[src/rtl/qual_evt_counter.sv]
module qual_evt_counter #(
  parameter int CNT_W = 48,
  parameter int NLK   = 2,
  parameter int OCC_W = 4
) (
  input  logic                 clk,
  input  logic                 rst_n,
  input  logic                 cfg_we,
  input  logic [31:0]          cfg_wdata,
  output logic [31:0]          cfg_rdata,
  input  logic                 cnt_we,
  input  logic [CNT_W-1:0]     cnt_wdata,
  output logic [CNT_W-1:0]     cnt_rdata,
  input  logic [3:0]           snp_rsp,
  input  logic [NLK-1:0]       lk_vld,
  input  logic [2*NLK-1:0]     lk_state,
  input  logic [2*NLK-1:0]     lk_req,
  input  logic [OCC_W-1:0]     occ_level
);

  localparam int LKC_W = $clog2(NLK + 5);
  localparam int CW    = (OCC_W > LKC_W) ? OCC_W + 1 : LKC_W + 1;
  localparam int CMP_W = (CW > 8) ? CW : 8;

  localparam logic [7:0] EV_SNOOP  = 8'h22;
  localparam logic [7:0] EV_LOOKUP = 8'h34;
  localparam logic [7:0] EV_OCC    = 8'h80;

  logic [26:0]      cfg_q;
  logic [CNT_W-1:0] cnt_q;
  logic             prev_q;

  logic [7:0] ev_code, ev_mask, thr;
  logic       edge_en, inv_en, cnt_en;

  assign ev_code = cfg_q[7:0];
  assign ev_mask = cfg_q[15:8];
  assign thr     = cfg_q[23:16];
  assign edge_en = cfg_q[24];
  assign inv_en  = cfg_q[25];
  assign cnt_en  = cfg_q[26];

  assign cfg_rdata = {5'b0, cfg_q};
  assign cnt_rdata = cnt_q;

  logic [NLK-1:0] lk_hit;

  for (genvar i = 0; i < NLK; i++) begin : g_lk
    logic [1:0] st, rq;
    assign st = lk_state[2*i +: 2];
    assign rq = lk_req[2*i +: 2];
    assign lk_hit[i] = lk_vld[i] && ev_mask[st] &&
                       (ev_mask[3'd4 + {1'b0, rq}] || ev_mask[7]);
  end

  logic [CW-1:0] snp_cnt, lk_cnt, sel_cnt;

  always_comb begin
    snp_cnt = '0;
    for (int k = 0; k < 4; k++)
      snp_cnt = snp_cnt + CW'(snp_rsp[k] & ev_mask[k]);
    lk_cnt = '0;
    for (int k = 0; k < NLK; k++)
      lk_cnt = lk_cnt + CW'(lk_hit[k]);
  end

  always_comb begin
    case (ev_code)
      EV_SNOOP:  sel_cnt = snp_cnt;
      EV_LOOKUP: sel_cnt = lk_cnt;
      EV_OCC:    sel_cnt = (ev_mask == 8'h01) ? CW'(occ_level) : '0;
      default:   sel_cnt = '0;
    endcase
  end

  logic cond, thr_zero;
  logic [CNT_W-1:0] inc;

  assign thr_zero = (thr == 8'd0);

  always_comb begin
    if (thr_zero)
      cond = (sel_cnt != '0);
    else if (inv_en)
      cond = CMP_W'(sel_cnt) < CMP_W'(thr);
    else
      cond = CMP_W'(sel_cnt) >= CMP_W'(thr);
  end

  always_comb begin
    if (edge_en)
      inc = CNT_W'(cond & ~prev_q);
    else if (thr_zero)
      inc = CNT_W'(sel_cnt);
    else
      inc = CNT_W'(cond);
  end

  always_ff @(posedge clk) begin
    if (!rst_n) begin
      cfg_q  <= '0;
      cnt_q  <= '0;
      prev_q <= 1'b0;
    end else begin
      if (cfg_we)
        cfg_q <= cfg_wdata[26:0];

      if (cfg_we)
        prev_q <= 1'b0;
      else if (cnt_en)
        prev_q <= cond;

      if (cnt_we)
        cnt_q <= cnt_wdata;
      else if (cnt_en)
        cnt_q <= cnt_q + inc;
    end
  end

endmodule

[config.mk]
export PLATFORM = sky130hd
export DESIGN_NAME = qual_evt_counter
export DESIGN_NICKNAME = d
export VERILOG_FILES = /design/src/rtl/qual_evt_counter.sv
export SDC_FILE = /design/constraint.sdc
export NUM_CORES = 1
export LEC_CHECK = 0
export ABC_CLOCK_PERIOD_IN_PS = 9300
export BUFFER_PORTS_ARGS = -buffer_cell sky130_fd_sc_hd__clkbuf_2
export CAP_MARGIN = 20
export CORE_MARGIN = 10
export CORE_UTILIZATION = 40
export DETAILED_ROUTE_END_ITERATION = 7
export MAX_ROUTING_LAYER = met4
export PLACE_DENSITY_LB_ADDON = 0.12
export RECOVER_POWER = 25
export SYNTH_ARGS = -nofsm -noshare
export SYNTH_HDL_FRONTEND = slang
export SYNTH_SLANG_ARGS = --single-unit
export TNS_END_PERCENT = 1
[constraint.sdc]
create_clock -name clk -period 9.3 [get_ports clk]
set_input_delay 1.86 -clock clk [delete_from_list [all_inputs] [get_ports clk]]
set_output_delay 1.86 -clock clk [all_outputs]
set_load 0.005 [all_outputs]
==> impl_metrics.py, run 1 <==
metrics = {
    "run_status": {
        "status": "finished with violations",
        "violations": "capacitance limit, slew limit",
    },
    "timing": {
        "max_freq_mhz": 140.8,
        "rsz0062_at_grt": "false",
        "worst_slew_pin_slew_ns": 1.986,
        "setup-tns-final_ns": 0,
        "drv_slew": 29,
        "final_hold_viol_count": 0,
        "worst_clock_skew_ns": 0.007373,
        "slew_headroom_pct": -32.37,
        "min_period_ns": 7.102,
        "setup_viol": 0,
        "finalCritPeriodShare_pct": 76.37,
    },
    "final_layout": {
        "layout_common_cells": "160 x clkbuf_2, 76 x dfxtp_1, 44 x o21ai_0",
        "final_common_cell": "clkbuf_2",
        "nNetsFinal": 807,
        "area_growth_pct": 26.43,
        "antenna_cells": 0,
        "fillCellCount": 1112,
        "postLayoutCellArea_um2": 5788,
        "drive_gt1_share_pct": 26.83,
    },
    "worst_hold_path": {
        "hold_path_end": "prev_q$_SDFFE_PP0P_",
        "hold_path_depth": 2,
        "worstHoldPathType": "register to register",
        "hold_start": "prev_q$_SDFFE_PP0P_",
    },
    "grt": {
        "antenna_found_initial": 0,
        "grt_first_pass_wirelength_mm": 22.89,
        "grt_usage_pct": 17.40,
        "grt_max_degree": 82,
        "grt_pass1_vias": 4526,
        "overflow": 0,
    },
    "cts": {
        "cts.sinks": 76,
        "clock_latency_ns": 0.34,
        "clk_pin_slew_ns": 0.06,
        "cts_hold_buf": 0,
        "cts-htree-levels": 3,
        "cts_tree": "yes",
        "cts_made_buffers": 9,
        "cts_root_buf": "clkbuf_16",
        "cts_setup_buffers": 0,
        "ctsResizeCount": 0,
        "clock_path_buffers": 2,
    },
    "worst_setup_path": {
        "reg2reg_to": "cnt_rdata[32]$_SDFFE_PN0P_",
        "reg2reg_depth": 22,
        "crit_type": "primary input to register",
        "arrival_ns": 7.37,
        "regToRegStartpoint": "cfg_q[8]$_SDFFE_PN0P_",
        "crit_start": "snp_rsp[0]",
        "cp.required_ns": 9.56,
        "r2r_slack_ns": 3.33,
        "worstSetupStartpointType": "primary input",
        "crit_fanout": 9,
        "critPathCaptureType": "register",
    },
    "detailed_routing": {
        "dr_wl_met3_um": 955,
        "wl_met1_mm": 6.473,
        "drt_iter0_markers": 235,
        "top_layer": "met4",
        "wl_met2_mm": 6.766,
        "drc": 0,
        "routedWlPerCell_um": 17.14,
        "drt-pass1-iter-count": 4,
        "routed_wl_mm": 14.40,
        "vias": 4614,
        "viasPerCell": 5.493,
        "ant_nets": 0,
    },
    "yosys": {
        "ys_seq_area_share_pct": 33.23,
        "synth_edf_count": 0,
        "synth-seq-cells": 76,
        "yosys_warnings": 0,
        "async_flop_share_pct": 0,
        "yosys.cell_types.count": 58,
        "avgSynthCellArea_um2": 8.478,
        "synthCells": 540,
        "syn_area_um2": 4578,
        "synth_ff_type": "dfxtp_1",
    },
    "power_and_ir_drop": {
        "power_density_nw_per_um2": 149.3,
        "pwr-share-seq_pct": 43.6,
        "switching_share_pct": 26.64,
        "internal-power_uw": 633.7,
        "p_clk_share_pct": 41.9,
        "max-vdd-ir-drop_uv": 92.67,
        "combPwrFrac_pct": 14.5,
        "p_switching_uw": 230.2,
        "power_leakage_uw": 0.002511,
    },
    "die": {
        "rows": 39,
        "core_area_um2": 11320,
        "io_pins": 182,
        "chipHeight_um": 127.0,
        "die_x_um": 127.0,
        "die_area_um2": 16120,
        "initial_utilization_pct": 40.44,
    },
    "place": {
        "hpwlAfterDp_mm": 10.79,
        "portBuffers": 171,
        "gp_routability_congestion": 0.8496,
        "place_area_um2": 5494,
    },
    "flow_run": {
        "maxCapViolCount": 1,
    },
}
worst max path at each step:
stage	cells after the start	slack, ns	end
6_report	23	2.20	cnt_rdata[32]$_SDFFE_PN0P_
3_3_place_gp	23	1.83	cnt_rdata[32]$_SDFFE_PN0P_
4_1_cts	23	2.14	cnt_rdata[32]$_SDFFE_PN0P_
2_1_floorplan	23	2.53	cnt_rdata[34]$_SDFFE_PN0P_
5_1_grt	23	1.68	cnt_rdata[32]$_SDFFE_PN0P_
3_5_place_dp	23	1.80	cnt_rdata[32]$_SDFFE_PN0P_
cell type report:
type,instances,area (µm²),share of cell area (%)
tap,143,178.9,3.091
timing repair buffer,175,868.3,15.00
inverter,19,71.32,1.232
clock buffer,12,256.5,4.431
sequential,76,1521,26.29
multi-input combinational,411,2844,49.14
clock inverter,4,47.55,0.8214
registers in the layout, summed over array words and instances, names as in the netlist:
| signal | flops |
|---|---|
| cfg_q | 27 |
| prev_q | 1 |
| cnt_rdata | 48 |
Yosys cell counts, types with 7 or more instances:
master,count,share of area (%)
dfxtp_1,76,33
o21ai_0,44,4.8
nand2_1,33,2.7
mux2i_1,31,6.8
nor2b_1,30,4.1
clkbuf_1,28,2.3
a21oi_1,25,2.7
xnor2_1,24,4.6
inv_1,19,1.6
nor4_1,19,2.6
nand3_1,18,2.0
nor3_1,18,2.0
and4_1,13,2.5
and3_1,12,1.6
nand4_1,12,1.6
ha_1,11,3.0
nor2_1,11,0.90
a211oi_1,10,1.6
o211a_1,8,1.7
a31oi_1,7,0.96
or4_1,7,1.1
power groups by stage:
| stage | logic [µW] | clock network [µW] | registers (µW) |
|---|---|---|---|
| 5_1_grt | 141 | 383 | 381 |
| 3_3_place_gp | 125 | 0 | 381 |
| 4_1_cts | 128 | 369 | 376 |
| 3_5_place_dp | 127 | 0 | 383 |
| 6_report | 125 | 362 | 377 |
| 2_1_floorplan | 70.8 | 0 | 378 |
layer usage:
layer / vias to the layer above / GRT usage (%)
met5: - / -
met4: 0 / 5.358
met3: 17 / 5.045
met2: 134 / 27.67
met1: 2149 / 20.87
li1: 2314 / -
metrics by stage:
stage	power [µW]	util [%]	hold slack (ns)	worst slack [ns]	instances
2_1_floorplan	448.8	-	0.4593	2.534	544
3_3_place_gp	506.7	48.53	0.4769	1.834	823
3_5_place_dp	510.6	48.53	0.4911	1.795	823
4_1_cts	873.1	51.22	0.4972	2.139	839
5_1_grt	904.5	51.13	0.5387	1.678	840
6_report	863.9	51.13	0.4945	2.198	840
logic make-up (layout without fill, tap and decap cells):
group | Yosys count | in the layout | share of synthesized area [%]
compound gates | 125 | 125 | 17.57
xor+xnor | 26 | 26 | 4.974
fa+ha+maj | 13 | 13 | 3.881
buf+inv | 57 | 210 | 5.111
flops | 76 | 76 | 33.23
mux | 34 | 34 | 8.008
other cells | 1 | 5 | 0.08191
simple gates | 208 | 208 | 27.14
critical path, cell delays in order:
cell       delay (ns)
clkbuf_2         0.08
nand2_1          0.06
fa_1             0.54
inv_1            0.04
ha_1             0.26
or4bb_1          0.46
a2111oi_0        0.39
a41o_1           0.20
inv_1            0.06
ha_1             0.17
and4b_1          0.25
a211oi_1         0.06
a21boi_0         0.17
o32ai_1          0.14
a221oi_1         0.28
ha_1             0.25
inv_1            0.06
fa_1             0.38
nand2b_1         0.24
a21o_1           0.31
nor4_1           0.67
a311oi_1         0.20
nor3_1           0.21
No activity file was read; power rests on OpenSTA's default activity.
==> run 2, diff against run 1 <==
--- a/config.mk
+++ b/config.mk
@@ -5,7 +5,7 @@
 export SDC_FILE = /design/constraint.sdc
 export NUM_CORES = 1
 export LEC_CHECK = 0
-export ABC_CLOCK_PERIOD_IN_PS = 9300
+export ABC_CLOCK_PERIOD_IN_PS = 5800
 export BUFFER_PORTS_ARGS = -buffer_cell sky130_fd_sc_hd__clkbuf_2
 export CAP_MARGIN = 20
 export CORE_MARGIN = 10
==> constraint.sdc (replaced) <==
create_clock -name clk -period 5.8 [get_ports clk]
set_input_delay 1.16 -clock clk [delete_from_list [all_inputs] [get_ports clk]]
set_output_delay 1.16 -clock clk [all_outputs]
set_load 0.005 [all_outputs]
==> impl_metrics.py, run 2 (synthesized netlist as in run 1, its figures left out) <==
metrics = {
    "worst_setup_path": {
        "critPathCaptureType": "register",
        "crit_fanout": 6,
        "cp.required_ns": 6.02,
        "crit_type": "primary input to register",
        "slowest_delay_ns": 0.56,
        "crit_family": "adder cells",
        "critPathSlowestCell": "or4_4",
        "path_buf_inv": 4,
        "worstPathCellList": "buf_6 > nand2_4 > fa_1 > inv_1 > ha_1 > or4bb_4 > a2111oi_4 > a41o_1 > inv_1 > ha_2 > a41oi_1 > a21boi_1 > o32ai_2 > a221oi_2 > ha_2 > inv_2 > fa_2 > nand2b_4 > a21o_4 > or4_4 > nor4b_4 > nor3_1",
        "worstSetupStartpointType": "primary input",
        "arrival_ns": 5.95,
    },
    "place": {
        "place_area_um2": 5643,
        "place_inst": 836,
        "gp_routability_congestion": 0.8709,
        "hpwlAfterDp_mm": 11.15,
        "preCtsSetupSlack_ns": -0.5089,
        "portBuffers": 171,
    },
    "flow_run": {
        "maxCapViolCount": 1,
    },
    "final_layout": {
        "regArea_um2": 1521,
        "instances_no_fill": 850,
        "nNetsFinal": 819,
        "area_growth_pct": 30.80,
        "largest_reg_flops": 48,
        "layout_common_cells": "158 x clkbuf_2, 76 x dfxtp_1, 43 x o21ai_0",
        "drive_gt1_share_pct": 30.55,
        "final_common_cell": "clkbuf_2",
        "fillCellCount": 1080,
        "postLayoutCellArea_um2": 5988,
        "postLayoutCoreUtil_pct": 52.90,
        "multi_input_area_um2": 2977,
        "antenna_cells": 0,
    },
    "grt": {
        "grt_pass1_vias": 4817,
        "overflow": 0,
        "grt_usage_pct": 18.83,
        "antenna_found_initial": 0,
        "grt_first_pass_wirelength_mm": 24.60,
        "grt_max_degree": 82,
    },
    "cts": {
        "cts-htree-levels": 3,
        "cts_tree": "yes",
        "clock_path_buffers": 2,
        "cts_root_buf": "clkbuf_16",
        "clock_latency_ns": 0.34,
        "cts_hold_buf": 0,
        "cts_made_buffers": 9,
        "clk_pin_slew_ns": 0.06,
        "cts.sinks": 76,
    },
    "run_status": {
        "violations": "capacitance limit, slew limit",
        "status": "finished with violations",
    },
    "detailed_routing": {
        "viasPerCell": 5.533,
        "drt-pass1-iter-count": 4,
        "ant_nets": 0,
        "drt_iter0_markers": 201,
        "routedWlPerCell_um": 17.60,
        "routed_wl_mm": 14.96,
        "vias": 4703,
        "drc": 0,
    },
    "timing": {
        "worst_clock_skew_ns": 0.009349,
        "final_hold_viol_count": 0,
        "max_freq_mhz": 174.6,
        "whs_ns": 0.5156,
        "fin_ws_ns": 0.07362,
        "min_period_ns": 5.726,
        "rsz0062_at_grt": "true",
        "worst_slew_pin_slew_ns": 1.998,
        "drv_slew": 29,
        "finalCritPeriodShare_pct": 98.73,
        "slew_headroom_pct": -33.18,
        "setup_viol": 0,
    },
    "die": {
        "die_area_um2": 16120,
        "io_pins": 182,
        "core_area_um2": 11320,
        "chipHeight_um": 127.0,
        "initial_utilization_pct": 40.44,
        "rows": 39,
        "die_x_um": 127.0,
    },
    "power_and_ir_drop": {
        "max-vdd-ir-drop_uv": 140.9,
        "power_leakage_uw": 0.002606,
        "power_density_nw_per_um2": 226.6,
    },
    "worst_hold_path": {
        "worstHoldPathType": "register to register",
    },
}
-- run 2: cell types whose count changed in the layout (fill, tap and decap cells not counted), sizes merged --
cell | previous run | this run
buf | 3 | 17
clkbuf | 184 | 181
clkinvlp | 1 | 0
-- run 2: path summary, 6_finish.rpt --
check                                   from                         end  slack [ns]  depth (start not counted)
setup / recovery                  snp_rsp[0]  cnt_rdata[34]$_SDFFE_PN0P_        0.07                         22
hold / removal    cnt_rdata[47]$_SDFFE_PN0P_  cnt_rdata[47]$_SDFFE_PN0P_        0.52                          2
setup reg to reg       cfg_q[8]$_SDFFE_PN0P_  cnt_rdata[34]$_SDFFE_PN0P_        0.45                         21
hold reg to reg   cnt_rdata[47]$_SDFFE_PN0P_  cnt_rdata[47]$_SDFFE_PN0P_        0.52                          2
-- run 2: report_power, final --
| group | leakage (µW) | switching (µW) | total (µW) | internal, µW |
|---|---|---|---|---|
| Clock | 0.000135 | 214 | 541 | 327 |
| Combinational | 0.00184 | 102 | 211 | 109 |
| Sequential | 0.000630 | 47.6 | 605 | 557 |
-- run 2: stage by stage --
stage | setup TNS (ns) | total power [µW]
final | 0 | 1357
after detailed placement | -7.137 | 823.8
after CTS | -0.008453 | 1371
after floorplan | -0.4979 | 721.2
after global routing | -0.7210 | 1427
after global placement | -4.243 | 816.8
-- run 2: layout make-up --
class / instances / share of cell area, %
Tap cell: 143 / 2.988
Clock inverter: 3 / 0.6686
Timing Repair Buffer: 187 / 16.15
Inverter: 19 / 1.191
Multi-Input combinational cell: 411 / 49.71
Sequential cell: 76 / 25.41
Clock buffer: 11 / 3.886
-- run 2: repair_timing --
item                                    4_1_cts  5_1_grt
gates resized for setup                       3       15
pin swaps                                     1        6
buffers inserted                              0        0
endpoints found under the setup margin       10       21
-- run 2: per-layer routing --
metal | vias up | routed length, µm | global-route usage [%]
met1 | 2195 | 6629 | 23.00
li1 | 2349 | - | -
met2 | 139 | 7048 | 29.62
met4 | 0 | 222 | 6.095
met5 | - | 0 | -
met3 | 20 | 1058 | 5.045
-- run 2: worst min-delay path, delay by kind of cell, from the launching register on --
kind / cells / cell delay, ns
AOI/OAI and AO/OA: 2 / 0.14
DFF: 1 / 0.33
